### src/rtl/gtj_pkg.sv
package gtj_pkg;
   localparam int GEN_W = 64;
   localparam int REG_MASK_W = 16;
   localparam int EXC_W = 32;

   localparam int MSR_WINDOWS = 3;
   localparam int unsigned MSR_SPAN = 8192;
   localparam int SPAN_W = $clog2(MSR_SPAN);
   localparam logic [31:0] MSR_LO [MSR_WINDOWS] = '{32'h0000_0000, 32'hC000_0000, 32'hC001_0000};
   localparam int unsigned MSR_SLOT [MSR_WINDOWS] = '{0, 8192, 16384};
   localparam int OFF_W = $clog2((MSR_SLOT[MSR_WINDOWS-1] + MSR_SPAN) * 2);
   localparam int BA_W = OFF_W - 3;

   typedef struct packed {
      logic [GEN_W-1:0]      gen;
      logic [REG_MASK_W-1:0] cr_rd;
      logic [REG_MASK_W-1:0] cr_wr;
      logic [REG_MASK_W-1:0] dr_rd;
      logic [REG_MASK_W-1:0] dr_wr;
      logic [EXC_W-1:0]      exc;
   } gtj_masks_t;

   typedef enum logic [1:0] {ST_IDLE, ST_ISSUE, ST_WAIT} gtj_state_e;
endpackage

### src/rtl/gtj_window_bit.sv
module gtj_window_bit #(
   parameter int unsigned BASE = 0,
   parameter int unsigned SPAN = 8,
   parameter int W = 16
) (
   input  logic [31:0]  code,
   input  logic [W-1:0] mask,
   output logic         in_win,
   output logic         hit
);
   localparam int IW = (W > 1) ? $clog2(W) : 1;

   generate
      if (SPAN == 0 || SPAN > W) begin : g_bad_span
         $error("gtj_window_bit: SPAN must be 1..W");
      end
   endgenerate

   logic [31:0] diff;

   always_comb begin
      diff   = code - BASE;
      in_win = (diff < SPAN);
      hit    = in_win & mask[diff[IW-1:0]];
   end
endmodule

### src/rtl/gtj_mask_select.sv
module gtj_mask_select import gtj_pkg::*; #(
   parameter int unsigned CR_RD_BASE = 0,
   parameter int unsigned CR_WR_BASE = 16,
   parameter int unsigned DR_RD_BASE = 32,
   parameter int unsigned DR_WR_BASE = 48,
   parameter int unsigned EXC_BASE   = 64,
   parameter int unsigned GEN_BASE   = 96,
   parameter int unsigned CR_SPAN    = 9,
   parameter int unsigned DR_SPAN    = 8
) (
   input  logic [31:0] code,
   input  gtj_masks_t  masks,
   output logic        hit
);
   logic w_crr, w_crw, w_drr, w_drw, w_exc, w_gen;
   logic h_crr, h_crw, h_drr, h_drw, h_exc, h_gen;

   gtj_window_bit #(.BASE(CR_RD_BASE), .SPAN(CR_SPAN), .W(REG_MASK_W)) u_crr (
      .code(code), .mask(masks.cr_rd), .in_win(w_crr), .hit(h_crr));
   gtj_window_bit #(.BASE(CR_WR_BASE), .SPAN(CR_SPAN), .W(REG_MASK_W)) u_crw (
      .code(code), .mask(masks.cr_wr), .in_win(w_crw), .hit(h_crw));
   gtj_window_bit #(.BASE(DR_RD_BASE), .SPAN(DR_SPAN), .W(REG_MASK_W)) u_drr (
      .code(code), .mask(masks.dr_rd), .in_win(w_drr), .hit(h_drr));
   gtj_window_bit #(.BASE(DR_WR_BASE), .SPAN(DR_SPAN), .W(REG_MASK_W)) u_drw (
      .code(code), .mask(masks.dr_wr), .in_win(w_drw), .hit(h_drw));
   gtj_window_bit #(.BASE(EXC_BASE), .SPAN(EXC_W), .W(EXC_W)) u_exc (
      .code(code), .mask(masks.exc), .in_win(w_exc), .hit(h_exc));
   gtj_window_bit #(.BASE(GEN_BASE), .SPAN(GEN_W), .W(GEN_W)) u_gen (
      .code(code), .mask(masks.gen), .in_win(w_gen), .hit(h_gen));

   always_comb begin
      if (w_crr)      hit = h_crr;
      else if (w_crw) hit = h_crw;
      else if (w_drr) hit = h_drr;
      else if (w_drw) hit = h_drw;
      else if (w_exc) hit = h_exc;
      else if (w_gen) hit = h_gen;
      else            hit = 1'b0;
   end
endmodule

### src/rtl/gtj_msr_map.sv
module gtj_msr_map import gtj_pkg::*; (
   input  logic [31:0]     msr_idx,
   input  logic            is_write,
   output logic            in_win,
   output logic [BA_W-1:0] byte_addr,
   output logic [2:0]      bit_sel
);
   logic [MSR_WINDOWS-1:0] win_hit;
   logic [OFF_W-1:0]       win_off [MSR_WINDOWS];
   logic [OFF_W-1:0]       off;

   generate
      for (genvar i = 0; i < MSR_WINDOWS; i++) begin : g_win
         logic [31:0] d;
         assign d          = msr_idx - MSR_LO[i];
         assign win_hit[i] = (d < MSR_SPAN);
         assign win_off[i] = (OFF_W'(MSR_SLOT[i]) + OFF_W'(d[SPAN_W-1:0])) << 1;
      end
   endgenerate

   always_comb begin
      off    = '0;
      in_win = 1'b0;
      for (int i = MSR_WINDOWS - 1; i >= 0; i--) begin
         if (win_hit[i]) begin
            off    = win_off[i];
            in_win = 1'b1;
         end
      end
      byte_addr = off[OFF_W-1:3];
      bit_sel   = {off[2:1], off[0] | is_write};
   end
endmodule

### src/rtl/guest_trap_judge.sv
module guest_trap_judge import gtj_pkg::*; #(
   parameter int unsigned CR_RD_BASE = 0,
   parameter int unsigned CR_WR_BASE = 16,
   parameter int unsigned DR_RD_BASE = 32,
   parameter int unsigned DR_WR_BASE = 48,
   parameter int unsigned EXC_BASE   = 64,
   parameter int unsigned GEN_BASE   = 96,
   parameter int unsigned MSR_CODE   = 124,
   parameter int unsigned CR_SPAN    = 9,
   parameter int unsigned DR_SPAN    = 8
) (
   input  logic                  clk,
   input  logic                  rst_n,
   input  logic                  trap_on,
   input  logic                  load_en,
   input  logic [GEN_W-1:0]      load_gen,
   input  logic [REG_MASK_W-1:0] load_cr_rd,
   input  logic [REG_MASK_W-1:0] load_cr_wr,
   input  logic [REG_MASK_W-1:0] load_dr_rd,
   input  logic [REG_MASK_W-1:0] load_dr_wr,
   input  logic [EXC_W-1:0]      load_exc,
   input  logic                  q_valid,
   input  logic [31:0]           q_code,
   input  logic [63:0]           q_param,
   input  logic [31:0]           q_msr,
   output logic                  busy,
   output logic                  mem_req_valid,
   input  logic                  mem_req_ready,
   output logic [BA_W-1:0]       mem_addr,
   input  logic                  mem_rsp_valid,
   input  logic [7:0]            mem_rsp_data,
   output logic                  exit_pulse,
   output logic [31:0]           exit_code,
   output logic [63:0]           exit_param
);
   localparam int MSR_BIT = MSR_CODE - GEN_BASE;

   generate
      if (MSR_CODE < GEN_BASE || MSR_CODE >= GEN_BASE + GEN_W) begin : g_bad_msr
         $error("guest_trap_judge: MSR_CODE must fall in the general window");
      end
   endgenerate

   gtj_masks_t masks;
   gtj_state_e state;
   logic [2:0] bit_q;

   always_ff @(posedge clk) begin
      if (!rst_n) begin
         masks <= '0;
      end else if (load_en) begin
         masks <= '{gen: load_gen, cr_rd: load_cr_rd, cr_wr: load_cr_wr,
                    dr_rd: load_dr_rd, dr_wr: load_dr_wr, exc: load_exc};
      end
   end

   logic            plain_hit;
   logic            msr_in;
   logic [BA_W-1:0] msr_addr;
   logic [2:0]      msr_bit;

   gtj_mask_select #(
      .CR_RD_BASE(CR_RD_BASE), .CR_WR_BASE(CR_WR_BASE),
      .DR_RD_BASE(DR_RD_BASE), .DR_WR_BASE(DR_WR_BASE),
      .EXC_BASE(EXC_BASE), .GEN_BASE(GEN_BASE),
      .CR_SPAN(CR_SPAN), .DR_SPAN(DR_SPAN)
   ) u_sel (
      .code(q_code), .masks(masks), .hit(plain_hit));

   gtj_msr_map u_map (
      .msr_idx(q_msr), .is_write(q_param[0]), .in_win(msr_in),
      .byte_addr(msr_addr), .bit_sel(msr_bit));

   logic acc, is_msr, msr_gate;
   assign busy          = (state != ST_IDLE);
   assign acc           = q_valid && !busy;
   assign is_msr        = (q_code == MSR_CODE);
   assign msr_gate      = masks.gen[MSR_BIT];
   assign mem_req_valid = (state == ST_ISSUE);

   always_ff @(posedge clk) begin
      if (!rst_n) begin
         state      <= ST_IDLE;
         exit_pulse <= 1'b0;
         exit_code  <= '0;
         exit_param <= '0;
         mem_addr   <= '0;
         bit_q      <= '0;
      end else begin
         exit_pulse <= 1'b0;
         case (state)
            ST_IDLE: begin
               if (acc) begin
                  exit_code  <= q_code;
                  exit_param <= q_param;
                  if (!trap_on) begin
                     exit_pulse <= 1'b0;
                  end else if (is_msr) begin
                     if (msr_gate && !msr_in) begin
                        exit_pulse <= 1'b1;
                     end else if (msr_gate) begin
                        state    <= ST_ISSUE;
                        mem_addr <= msr_addr;
                        bit_q    <= msr_bit;
                     end
                  end else begin
                     exit_pulse <= plain_hit;
                  end
               end
            end
            ST_ISSUE: begin
               if (mem_req_ready) state <= ST_WAIT;
            end
            ST_WAIT: begin
               if (mem_rsp_valid) begin
                  exit_pulse <= mem_rsp_data[bit_q];
                  state      <= ST_IDLE;
               end
            end
            default: state <= ST_IDLE;
         endcase
      end
   end

   // disabled intercepts give neither an exit nor a lookup
   assert_quiet_when_off_R1: assert property (@(posedge clk) disable iff (!rst_n)
      (acc && !trap_on) |=> (!exit_pulse && !busy));

   // MSR code with its general bit clear stays silent
   assert_msr_gate_R6: assert property (@(posedge clk) disable iff (!rst_n)
      (acc && trap_on && is_msr && !msr_gate) |=> (!exit_pulse && !busy));

   // out-of-window index exits at once without a read
   assert_msr_outside_R8: assert property (@(posedge clk) disable iff (!rst_n)
      (acc && trap_on && is_msr && msr_gate && !msr_in) |=> (exit_pulse && !mem_req_valid));

   // request held with a stable address until accepted
   assert_req_hold_R9: assert property (@(posedge clk) disable iff (!rst_n)
      (mem_req_valid && !mem_req_ready) |=> (mem_req_valid && $stable(mem_addr)));

   // busy persists until the response returns
   assert_busy_until_rsp_R9: assert property (@(posedge clk) disable iff (!rst_n)
      (busy && !mem_rsp_valid) |=> busy);
endmodule

### config.mk
export PLATFORM = sky130hd
export DESIGN_NAME = guest_trap_judge
export DESIGN_NICKNAME = d
export VERILOG_FILES = /design/src/rtl/gtj_pkg.sv /design/src/rtl/gtj_window_bit.sv /design/src/rtl/gtj_mask_select.sv /design/src/rtl/gtj_msr_map.sv /design/src/rtl/guest_trap_judge.sv
export SDC_FILE = /design/constraint.sdc
export NUM_CORES = 1
export LEC_CHECK = 0
export BUFFER_PORTS_ARGS = -buffer_cell sky130_fd_sc_hd__buf_2
export CORE_UTILIZATION = 48
export CTS_BUF_LIST = sky130_fd_sc_hd__clkbuf_8
export DETAILED_ROUTE_END_ITERATION = 10
export PLACE_DENSITY = 0.89
export SETUP_SLACK_MARGIN = 0.3
export SLEW_MARGIN = 0
export SYNTH_ARGS = -nofsm -noshare
export SYNTH_HDL_FRONTEND = slang
export SYNTH_SLANG_ARGS = --single-unit
### constraint.sdc
create_clock -name clk -period 3 [get_ports clk]
set_input_delay 0.15 -clock clk [delete_from_list [all_inputs] [get_ports clk]]
set_output_delay 0.15 -clock clk [all_outputs]
set_load 0.03 [all_outputs]
==> results.md <==
- Cell taking the most area after synthesis: dfxtp_1
- First-pass GRT wire length: between 80 and 90 mm
- HP Class: in2reg
- Met1 Wirelength: between 20 and 25 mm
- Number of global-route vias before repair: between 10k and 15k
- H-tree depth: 2
- CTS buffer count: between 40 and 50
- Horiz. Die Dim: 170.2 um
- Via count: between 10k and 15k
- Drt first pass iters: 5
- Cell Chain, Critical Path: dlygate4sd3_1 > buf_2 > nor4_2 > nand4_1 > buf_4 > nor4_4 > and4_1 > buf_6 > nand3_1 > dlygate4sd3_1 > a21boi_1
- CORE AREA: ~28,000 um2
- Hold Crit Depth: 3
- Max-slew headroom: 24.59%
- Setup Skew: approximately 34 ps
- Hold WS: about 38 ps
- Share of post-route cells with drive strength above 1: between 20% and 30%
- HPWL Detailed: between 30 and 40 mm
- CTS tree: built
- Setup tns final: 0 ps
- DIE HEIGHT: approximately 170 um
- Setup repair after global routing missed its margin: no
- Total die area: between 20,000 and 30,000 um2
- Clock buffer depth: 3
- Pre-CTS setup slack: between 200 and 250 ps
- Synth top area share: around two fifths
- Synth top area cells: dfxtp_1 41%, mux2i_1 12%, nor2b_1 7.7%
- CP top delay family: buffers and inverters
- Minimum clock period: 2605 ps
- Critical path buffer and inverter count: 5
- Util after Layout: between 70% and 80%
- Sequential fraction of the synthesis area: 40.56%
- Worst stage delay on the critical path: about 550 ps
- Clk Latency, worst-skew pair: 590 ps
- GRT overflow: 0
- Worst-margin pin slew: 1131 ps
- IO Pins: 415
- Synth Instances: 1,429
- Worst reg2reg setup slack: 760 ps
- Metal2 WL: between 20 and 30 mm
- Hold Path Sink: exit_code[6]
- Tot GR Track Use: about two fifths
- Pin count of the biggest net entering global routing: roughly 280
- Max Cap Violations: 0
- Final setup viols: 0
- Post-Synthesis Cell Area: 13,570 um2
- Startpoint types: input port
- Rows: 61
- CTS Root Cell: clkbuf_8
- FF-to-FF path depth: 7
- Netlist cell types: 66
- Min-Delay Startpoint: q_code[6]
- Initial DRC Count: approximately 1.3k
- Critical path arrival: slightly above 3000 ps
- Final net count: ~2.4k
- Crit path capture type: flip-flop
- Cell Count Post-Placement: 2,144
- DP Area: between 15,000 and 20,000 um2
- CP Class: in2reg
- Post-DRT Antenna Nets: 0
- Slew Limit Fails: 0
- Worst setup margin: 395.4 ps
- DR WL/cell: between 20 and 25 um
- DR top layer: met5
- Most common cell on crit path: dlygate4sd3_1
- Port Buffers: 414
- Number of antenna violations at the first check in global routing: 9
- FILL cells: ~1.8k
- GPL Wtd Cong: between 0.8 and 0.9
- Clk slew on worst S/H paths: 60 ps
- Routed length on met3: roughly 5.4 mm
- Worst flop-to-flop path startpoint: state[1]
- Top_reg_cell synth: dfxtp_1
- PwrDens: approximately 480 nW/um2
- Crit share post-route: roughly 87%
- Final non-filler cell total: 2,499
- Slowest CP cell: dlygate4sd3_1
- Starting Density: between 40% and 50%
- Power Total: about 9.5 mW
- Post-synthesis register bit count: around 280
- Synth async-reset ratio: 0%
- Peak supply drop: 487.9 uV
- Vias per std cell: 5.804
- Final instance area: ~20,000 um2
- Worst-path fanout max: 16
- Synthesized Nets: about 1.7k
- Post-synth EDFFs: 0
- Final hold vios: 0
- Outcome: complete, no violations
- Layout Area Growth over Synthesis: 45.22%
- Yosys warns: 0
- Syn_area_per_cell: between 9 and 10 um2
- Data required time at the worst endpoint: 3500 ps
- Final WL: approximately 60 mm
- Clock sinks: around 280
- Leakage: around 8.6 nW
- Max Freq: 383.9 MHz
- # DRC: 0
- RR Endpoint: mem_addr[12]
Yosys cell counts (9+ instances only):
library cell,n
nor2_1,37
nand3_1,31
nor2b_1,167
nand4_1,22
nor4_1,20
mux2i_1,166
xnor2_1,9
clkbuf_1,65
o21ai_0,11
buf_1,27
mux4_2,45
dfxtp_1,275
a21oi_1,12
buf_2,18
inv_1,9
nand2_1,234
xor2_1,15
a21boi_0,105
nor3_1,17
layer usage:
layer,vias up,global-route usage (%)
met5,-,0
met4,8,25.46
met3,309,11.28
met2,957,67.14
met1,6895,43.12
li1,6335,-
what timing repair did:
| action | in CTS | in global routing |
|---|---|---|
| resized for setup | 0 | 5 |
| buffers inserted | 0 | 1 |
| hold buffers | 262 | 0 |
| hold endpoints to repair | 263 | 0 |
| endpoints found under the setup margin | 0 | 2 |
area by class of cell:
cell class / instances / area (um2) / share of cell area, %
Inverter: 9 / 33.78 / 0.1714
Timing Repair Buffer: 718 / 5091 / 25.83
Clock buffer: 58 / 798.3 / 4.050
Tap cell: 378 / 473.0 / 2.399
Antenna cell: 8 / 20.02 / 0.1016
Sequential cell: 275 / 5505 / 27.93
Multi-Input combinational cell: 1027 / 7553 / 38.32
Clock inverter: 26 / 236.5 / 1.200
cells in the final DEF (no fill, tap or decap), drive strengths merged, types with 4 or more instances in the layout:
master,netlist,routed
o211ai,6,6
diode,0,8
and3,6,6
clkinv,0,7
inv,9,24
a2111oi,9,9
nand4,22,22
a21oi,12,12
dlygate4sd3,0,262
or3,8,8
o31ai,7,7
o21ai,11,11
nor3,19,19
nand2,234,234
xor2,15,15
nor4,31,31
a31oi,8,8
nor3b,8,8
ha,4,4
clkbuf,65,59
buf,53,455
dfxtp,275,275
nor2,37,37
a21boi,113,113
nor2b,167,167
bufinv,0,4
nand3,32,32
mux4,45,45
mux2i,166,166
or4,7,7
xnor2,9,9
state kept, by name (all words and copies together) (netlist names):
name        count
masks         160
mem_addr       13
bit_q           3
state           2
exit_param     64
exit_pulse      1
exit_code      32
power by group:
part	internal [mW]	switching, mW	total (mW)
Clock	2.11	1.72	3.83
Combinational	0.811	0.915	1.73
Sequential	3.85	0.130	3.98
kinds of logic after synthesis:
group,synth area share (%)
AO/OA/AOI/OAI,10.63
XOR/XNOR,1.549
adder cells (fa/ha/maj),0.3687
buffers and inverters,4.047
flip-flops,40.56
multiplexers,19.79
AND/OR/NAND/NOR,23.06
worst min-delay path: cells and delay by family:
kind                   cells  cell delay (ps)
buffers and inverters      1              170
AND/OR/NAND/NOR            1              140
AO/OA/AOI/OAI              1              100
worst max path at each step:
stage	from	end	slack, ps	cells after the start
after floorplan	q_code[5]	exit_pulse	330	11
after global placement	q_code[19]	exit_pulse	290	10
after detailed placement	q_code[19]	exit_pulse	200	10
after CTS	q_code[28]	mem_addr[12]	310	10
after global routing	q_code[28]	mem_addr[12]	240	11
final	q_code[28]	mem_addr[12]	400	11
No activity file was read; power rests on OpenSTA's default activity.
